$ cat src/rtl/cfgwin_pkg.sv
// Package: shared types and helpers for the configuration window decoder.
// Assumes the size code is two bits wide, with 11 reserved.
package cfgwin_pkg;

    typedef enum logic [1:0] {
        SZ_FULL    = 2'b00,
        SZ_HALF    = 2'b01,
        SZ_QUARTER = 2'b10,
        SZ_RSVD    = 2'b11
    } win_size_e;

    // Number of base bits below the fixed base field that the given size compares
    function automatic int opt_count(win_size_e s);
        return (s == SZ_RSVD) ? 0 : int'(s);
    endfunction

endpackage

$ cat src/rtl/cfgwin_reg.sv
// Module: cfgwin_reg
// Holds the window register: base, optional low base bits, size and enable.
// Per-byte write enables; reserved bits are not stored and read as zero.
// An optional base bit is kept only while the written size compares it.
// Assumes DATA_W is a multiple of 8, ADDR_W <= DATA_W, and that the
// size and enable share byte 0.
module cfgwin_reg
    import cfgwin_pkg::*;
#(
    parameter int DATA_W   = 64,
    parameter int ADDR_W   = 39,
    parameter int BASE_LSB = 28,
    parameter int N_OPT    = 2
) (
    input  logic                         clk,
    input  logic                         rst_n,
    input  logic                         lock_i,
    input  logic                         we_i,
    input  logic [DATA_W/8-1:0]          be_i,
    input  logic [DATA_W-1:0]            wdata_i,
    output logic [DATA_W-1:0]            rdata_o,
    output logic [ADDR_W-BASE_LSB-1:0]   base_hi_o,
    output logic [N_OPT-1:0]             base_opt_o,
    output win_size_e                    size_o,
    output logic                         en_o
);

    localparam int HI_W   = ADDR_W - BASE_LSB;
    localparam int RSV_LO = BASE_LSB - N_OPT - 1;

    logic [HI_W-1:0]  hi_q,  hi_n;
    logic [N_OPT-1:0] opt_q, opt_n;
    win_size_e        size_q, size_n;
    logic             en_q,  en_n;
    logic             unused_wdata;

    // Reserved write-data bits have no storage behind them
    assign unused_wdata = ^{wdata_i[DATA_W-1:ADDR_W], wdata_i[RSV_LO:3]};

    // Merge write data into each field under its byte enables
    always_comb begin
        size_n = be_i[0] ? win_size_e'(wdata_i[2:1]) : size_q;
        en_n   = be_i[0] ? wdata_i[0] : en_q;
        for (int i = 0; i < HI_W; i++) begin
            hi_n[i] = be_i[(BASE_LSB + i) / 8] ? wdata_i[BASE_LSB + i] : hi_q[i];
        end
        for (int k = 0; k < N_OPT; k++) begin
            opt_n[k] = be_i[(BASE_LSB - 1 - k) / 8] ? wdata_i[BASE_LSB - 1 - k] : opt_q[k];
            if (k >= opt_count(size_n)) begin
                opt_n[k] = 1'b0;
            end
        end
    end

    // Register update: reset to zero, take unlocked writes
    always_ff @(posedge clk) begin
        if (!rst_n) begin
            hi_q   <= '0;
            opt_q  <= '0;
            size_q <= SZ_FULL;
            en_q   <= 1'b0;
        end else if (we_i && !lock_i) begin
            hi_q   <= hi_n;
            opt_q  <= opt_n;
            size_q <= size_n;
            en_q   <= en_n;
        end
    end

    // Read-back image with reserved bits forced to zero
    always_comb begin
        rdata_o = '0;
        rdata_o[ADDR_W-1:BASE_LSB] = hi_q;
        for (int k = 0; k < N_OPT; k++) begin
            rdata_o[BASE_LSB - 1 - k] = opt_q[k];
        end
        rdata_o[2:1] = size_q;
        rdata_o[0]   = en_q;
    end

    assign base_hi_o  = hi_q;
    assign base_opt_o = opt_q;
    assign size_o     = size_q;
    assign en_o       = en_q;

    // a locked cycle leaves the register image unchanged
    assert_lock_holds_R10: assert property (@(posedge clk) disable iff (!rst_n)
        lock_i |=> $stable(rdata_o));

    // optional base bits beyond the current size read as zero
    assert_opt_masked_R4: assert property (@(posedge clk) disable iff (!rst_n)
        (base_opt_o >> opt_count(size_o)) == '0);

endmodule

$ cat src/rtl/cfgwin_match.sv
// Module: cfgwin_match
// Compares an address with the window register and splits a hit into
// bus, device, function and offset. Purely combinational; the clock and
// reset only time the assertions. Assumes offset, function and device
// occupy address bits 19:0 and the bus sits between bit 20 and BASE_LSB.
module cfgwin_match
    import cfgwin_pkg::*;
#(
    parameter int ADDR_W   = 39,
    parameter int BASE_LSB = 28,
    parameter int N_OPT    = 2
) (
    input  logic                        clk,
    input  logic                        rst_n,
    input  logic [ADDR_W-1:0]           addr_i,
    input  logic [ADDR_W-BASE_LSB-1:0]  base_hi_i,
    input  logic [N_OPT-1:0]            base_opt_i,
    input  win_size_e                   size_i,
    input  logic                        en_i,
    output logic                        hit_o,
    output logic [BASE_LSB-21:0]        bus_o,
    output logic [4:0]                  dev_o,
    output logic [2:0]                  fn_o,
    output logic [11:0]                 off_o
);

    localparam int BUS_W = BASE_LSB - 20;

    logic [N_OPT-1:0] opt_ok;
    logic             hi_ok;
    logic [BUS_W-1:0] bus_mask;

    // One comparator per optional base bit, used only when the size asks for it
    for (genvar k = 0; k < N_OPT; k++) begin : g_opt
        assign opt_ok[k] = (k >= opt_count(size_i)) ||
                           (addr_i[BASE_LSB - 1 - k] == base_opt_i[k]);
    end

    // Fixed base comparison and overall window claim
    always_comb begin
        hi_ok = (addr_i[ADDR_W-1:BASE_LSB] == base_hi_i);
        hit_o = en_i && (size_i != SZ_RSVD) && hi_ok && (&opt_ok);
    end

    // Field split, bus narrowed to the window size, zero on a miss
    always_comb begin
        bus_mask = {BUS_W{1'b1}} >> opt_count(size_i);
        bus_o = '0;
        dev_o = '0;
        fn_o  = '0;
        off_o = '0;
        if (hit_o) begin
            bus_o = addr_i[BASE_LSB-1:20] & bus_mask;
            dev_o = addr_i[19:15];
            fn_o  = addr_i[14:12];
            off_o = addr_i[11:0];
        end
    end

    // a disabled window never claims an address
    assert_off_no_hit_R6: assert property (@(posedge clk) disable iff (!rst_n)
        !en_i |-> !hit_o);

    // the reserved size never claims an address
    assert_rsvd_no_hit_R7: assert property (@(posedge clk) disable iff (!rst_n)
        (size_i == SZ_RSVD) |-> !hit_o);

    // fields stay zero when nothing is claimed
    assert_miss_zero_R8: assert property (@(posedge clk) disable iff (!rst_n)
        !hit_o |-> (bus_o == '0 && dev_o == '0 && fn_o == '0 && off_o == '0));

    // the smallest window never reports a bus beyond its range
    assert_bus_range_R8: assert property (@(posedge clk) disable iff (!rst_n)
        (size_i == SZ_QUARTER) |-> (bus_o[BUS_W-1 -: 2] == 2'b00));

endmodule

$ cat src/rtl/cfgwin_decoder.sv
// Module: cfgwin_decoder (top)
// Window register plus address decoder for memory-mapped configuration
// accesses. Register writes apply at the clock edge; decode is
// combinational from the address and the stored register.
module cfgwin_decoder
    import cfgwin_pkg::*;
#(
    parameter int DATA_W   = 64,
    parameter int ADDR_W   = 39,
    parameter int BASE_LSB = 28,
    parameter int N_OPT    = 2
) (
    input  logic                  clk,
    input  logic                  rst_n,
    input  logic                  lock_i,
    input  logic                  reg_we_i,
    input  logic [DATA_W/8-1:0]   reg_be_i,
    input  logic [DATA_W-1:0]     reg_wdata_i,
    output logic [DATA_W-1:0]     reg_rdata_o,
    input  logic [ADDR_W-1:0]     chk_addr_i,
    output logic                  chk_hit_o,
    output logic [BASE_LSB-21:0]  chk_bus_o,
    output logic [4:0]            chk_dev_o,
    output logic [2:0]            chk_fn_o,
    output logic [11:0]           chk_off_o
);

    localparam int HI_W = ADDR_W - BASE_LSB;

    logic [HI_W-1:0]  base_hi;
    logic [N_OPT-1:0] base_opt;
    win_size_e        size;
    logic             en;

    cfgwin_reg #(
        .DATA_W(DATA_W), .ADDR_W(ADDR_W), .BASE_LSB(BASE_LSB), .N_OPT(N_OPT)
    ) u_reg (
        .clk        (clk),
        .rst_n      (rst_n),
        .lock_i     (lock_i),
        .we_i       (reg_we_i),
        .be_i       (reg_be_i),
        .wdata_i    (reg_wdata_i),
        .rdata_o    (reg_rdata_o),
        .base_hi_o  (base_hi),
        .base_opt_o (base_opt),
        .size_o     (size),
        .en_o       (en)
    );

    cfgwin_match #(
        .ADDR_W(ADDR_W), .BASE_LSB(BASE_LSB), .N_OPT(N_OPT)
    ) u_match (
        .clk        (clk),
        .rst_n      (rst_n),
        .addr_i     (chk_addr_i),
        .base_hi_i  (base_hi),
        .base_opt_i (base_opt),
        .size_i     (size),
        .en_i       (en),
        .hit_o      (chk_hit_o),
        .bus_o      (chk_bus_o),
        .dev_o      (chk_dev_o),
        .fn_o       (chk_fn_o),
        .off_o      (chk_off_o)
    );

    // a claimed address carries the stored fixed base bits
    assert_hit_base_R5: assert property (@(posedge clk) disable iff (!rst_n)
        chk_hit_o |-> (chk_addr_i[ADDR_W-1:BASE_LSB] == reg_rdata_o[ADDR_W-1:BASE_LSB]));

endmodule

$ cat config.mk
export PLATFORM = sky130hd
export DESIGN_NAME = cfgwin_decoder
export DESIGN_NICKNAME = d
export VERILOG_FILES = /design/src/rtl/cfgwin_pkg.sv /design/src/rtl/cfgwin_reg.sv /design/src/rtl/cfgwin_match.sv /design/src/rtl/cfgwin_decoder.sv
export SDC_FILE = /design/constraint.sdc
export NUM_CORES = 1
export LEC_CHECK = 0
export ABC_AREA = 1
export BUFFER_PORTS_ARGS = -buffer_cell sky130_fd_sc_hd__buf_4
export CAP_MARGIN = 20
export CELL_PAD_IN_SITES_DETAIL_PLACEMENT = 0
export CELL_PAD_IN_SITES_GLOBAL_PLACEMENT = 1
export CORE_MARGIN = 4
export CORE_UTILIZATION = 18
export DETAILED_ROUTE_END_ITERATION = 16
export PLACE_DENSITY_LB_ADDON = 0.05
export SLEW_MARGIN = 20
export SYNTH_ARGS = -nofsm -noshare
export SYNTH_HDL_FRONTEND = slang
export SYNTH_SLANG_ARGS = --single-unit
$ cat constraint.sdc
create_clock -name clk -period 2.41 [get_ports clk]
set_input_delay 0.482 -clock clk [delete_from_list [all_inputs] [get_ports clk]]
set_output_delay 0.482 -clock clk [all_outputs]
set_load 0.005 [all_outputs]
==> flow_metrics.env <==
export IMPL_n_fill_cell=975
export IMPL_die_h_um=102
export IMPL_period_needed_ns=2.22
export IMPL_syn_area_mm2=0.00159
export IMPL_reg2reg_from="u_reg.size_o[1]"
export IMPL_cap_violations=0
export IMPL_ys_warn_count=0
export IMPL_dieArea_mm2=0.0104
export IMPL_io_buffers=106
export IMPL_antenna_cells=0
export IMPL_grt_overflow_total=0
export IMPL_cts_buffer_depth=2
export IMPL_p_leak_uw=0.00144
export IMPL_drive_gt1_share_pct=37.7
export IMPL_path_cells="ha_2, nor2_1, nand2_1, nor2_1, nand2_1, nor2_4, nand2_4, clkbuf_16, nor2_1, buf_4"
export IMPL_ir_drop_v=0.000133
export IMPL_vias_per_cell=3.45
export IMPL_criticalPathCategory="flip-flop to output port"
export IMPL_place_ws_ns=0.291
export IMPL_clkSinkCount=16
export IMPL_critPathMaxStageDelay_ns=0.36
export IMPL_ys_types=16
export IMPL_nNetsFinal=487
export IMPL_worst_hold_slack_ns=0.482
export IMPL_finalSetupTns_ns=0
export IMPL_grtUsageTotal_pct=8.19
export IMPL_syn_inst=258
export IMPL_cts_tree="yes"
export IMPL_num_rows=34
export IMPL_postLayoutCellArea_mm2=0.00248
export IMPL_path_clk_slew_ns=0.07
export IMPL_min_period_over_period_pct=92.2
export IMPL_crit_path_start_kind="flip-flop"
export IMPL_p_per_area_mw_per_mm2=285
export IMPL_worstPathRequired_ns=1.93
export IMPL_clkLatencyLatePin_ns=0.25
export IMPL_core_region_area_mm2=0.00868
export IMPL_cts_inserted_buffers=3
export IMPL_hp_class="flip-flop to flip-flop"
export IMPL_fin_ws_ns=0.187
export IMPL_reg2reg_to="u_reg.base_opt_o[1]"
export IMPL_wl_per_cell_um=10.4
export IMPL_setup_violations_final=0
export IMPL_die_x_um=102
export IMPL_initial_core_util_pct=18.3
export IMPL_r2r_slack_ns=1.11
export IMPL_gp_congestion=0.716
export IMPL_grt_max_degree=29
export IMPL_end_kind="output port"
export IMPL_num_io_pins=208
export IMPL_antenna_found_initial=0
export IMPL_critical_path_top_delay_family="simple AND/OR/NAND/NOR gates"
export IMPL_rsz0062_at_grt="false"
export IMPL_synth_seq_cells=16
export IMPL_num_vias=1633
export IMPL_status="complete, no violations"
export IMPL_synth_top_cell_by_area="buf_4"
export IMPL_critPathArrivalTime_ns=1.74
export IMPL_finalClockSkew_ns=0.000158
export IMPL_r2r_cells=6
export IMPL_post_dp_cell_area_mm2=0.00230
export IMPL_critical_path_most_common_cell="nor2_1"
export IMPL_cts_root_buf="clkbuf_8"
export IMPL_drc_errors=0
export IMPL_fmax_ghz=0.450
export IMPL_synth_seq_area_share_pct=20.1
export IMPL_worst_path_stages=10
export IMPL_syn_area_per_cell_um2=6.16
export IMPL_setup_worst_path_start="u_reg.size_o[1]"
export IMPL_final_hold_violation_count=0
export IMPL_crit_buf_inv=2
export IMPL_drt_pass1_iterations=4
export IMPL_slew_viol_final=0
export IMPL_cts_htree_levels=1
export IMPL_yosysTopAreaCellShare_pct=23.1
export IMPL_antenna_left=0
export IMPL_drt_iter0_markers=23
export IMPL_synth_area_leaders="buf_4 (23%), dfxtp_1 (20%), inv_1 (13%), nand2_1 (12%), nor2_1 (8.3%)"
export IMPL_totalWireLength_mm=4.92
export IMPL_areaGrowthSynthToFinish_pct=56.2
export IMPL_first_global_vias=1420
export IMPL_dp_hpwl_mm=3.96
export IMPL_endpoint="chk_off_o[0]"
export IMPL_grt_pass1_wl_mm=6.71
export IMPL_worstPathMaxFanout=7
export IMPL_slowest_stage="dfxtp_4"
flip-flops by register name (all words and copies together) (netlist names):
name	cells
u_reg.base_hi_o	11
u_reg.base_opt_o	2
u_reg.en_o	1
u_reg.size_o	2
stage by stage:
stage | power (µW) | util, % | cells
final | 707 | 28.6 | 474
after CTS | 720 | 27.0 | 468
after global routing | 771 | 28.6 | 474
after floorplan | 440 | - | 305
after global placement | 502 | 26.6 | 465
after detailed placement | 502 | 26.6 | 465
tightest hold or removal path: stages, from the launching register on:
cell     delay, ns
dfxtp_1       0.31
inv_1         0.07
a21oi_1       0.06
synth_stat cells (all sizes together):
| cell type | count |
|---|---|
| inv | 53 |
| buf | 52 |
| nand2 | 49 |
| nor2 | 44 |
| o21ai | 18 |
| a21oi | 16 |
| dfxtp | 16 |
| ha | 4 |
| clkbuf | 3 |
| conb | 1 |
| o32ai | 1 |
| or2 | 1 |
cells by family (layout without fill, tap and decap cells):
group	Yosys count	in the layout	share of synthesized area, %
buffers and inverters	108	169	38.6
other	1	48	0.236
adder cells (fa/ha/maj)	4	4	3.15
flip-flops	16	16	20.1
AND/OR/NAND/NOR	94	94	26.6
AO/OA/AOI/OAI	35	35	11.3
layout by cell type (no fill, tap or decap):
master / Yosys / routed
clkbuf_8: 0 / 3
nor2_4: 9 / 10
clkbuf_16: 0 / 2
dfxtp_4: 0 / 2
buf_4: 49 / 109
o32ai_1: 1 / 1
buf_12: 1 / 1
nand2_1: 49 / 48
inv_2: 0 / 1
conb_1: 1 / 48
a21oi_1: 16 / 16
inv_1: 53 / 52
nor2_2: 0 / 6
nand2_4: 0 / 1
ha_2: 0 / 1
buf_8: 0 / 1
ha_4: 0 / 1
dfxtp_1: 16 / 14
o21ai_0: 18 / 18
nor2_1: 35 / 28
ha_1: 4 / 2
or2_0: 1 / 1
report_power, final:
| part | internal, µW | switching [µW] | leakage (µW) |
|---|---|---|---|
| Sequential | 277 | 10.9 | 0.000132 |
| Combinational | 111 | 101 | 0.00129 |
| Clock | 111 | 95.9 | 0.0000216 |
timing repair:
| item | CTS | global route |
|---|---|---|
| hold buffers | 0 | 0 |
| setup buffers | 0 | 3 |
| setup endpoints to repair | 1 | 28 |
| resized for setup | 1 | 16 |
| cloned | 0 | 3 |
| hold endpoints to repair | 0 | 0 |
| pin swaps | 0 | 5 |
metal layers:
layer,vias to the layer above,global-route usage [%],part of all wire [%]
li1,877,-,-
met5,-,0,0
met2,91,14.8,50
met4,0,2.72,1.0
met3,4,1.50,11
met1,661,9.66,37
worst min-delay path by stage:
| stage | slack [ns] | startpoint | cells past startpoint | endpoint |
|---|---|---|---|---|
| 5_1_grt | 0.50 | lock_i | 3 | u_reg.base_opt_o[1] |
| 3_5_place_dp | 0.48 | u_reg.base_hi_o[8] | 2 | u_reg.base_hi_o[8] |
| 2_1_floorplan | 0.44 | u_reg.en_o | 2 | u_reg.en_o |
| 4_1_cts | 0.49 | u_reg.base_hi_o[8] | 2 | u_reg.base_hi_o[8] |
| 3_3_place_gp | 0.48 | u_reg.base_hi_o[8] | 2 | u_reg.base_hi_o[8] |
| 6_report | 0.48 | u_reg.en_o | 2 | u_reg.en_o |
final cells by class:
cell class                 count  area (µm²)  share of cell area, %
multi-input combinational    181         877                   35.3
tap                          108         135                   5.44
clock buffer                   3        41.3                   1.66
timing repair buffer         113         903                   36.4
sequential                    16         328                   13.2
inverter                      53         199                   8.01
Power figures use the tool's default switching activity.
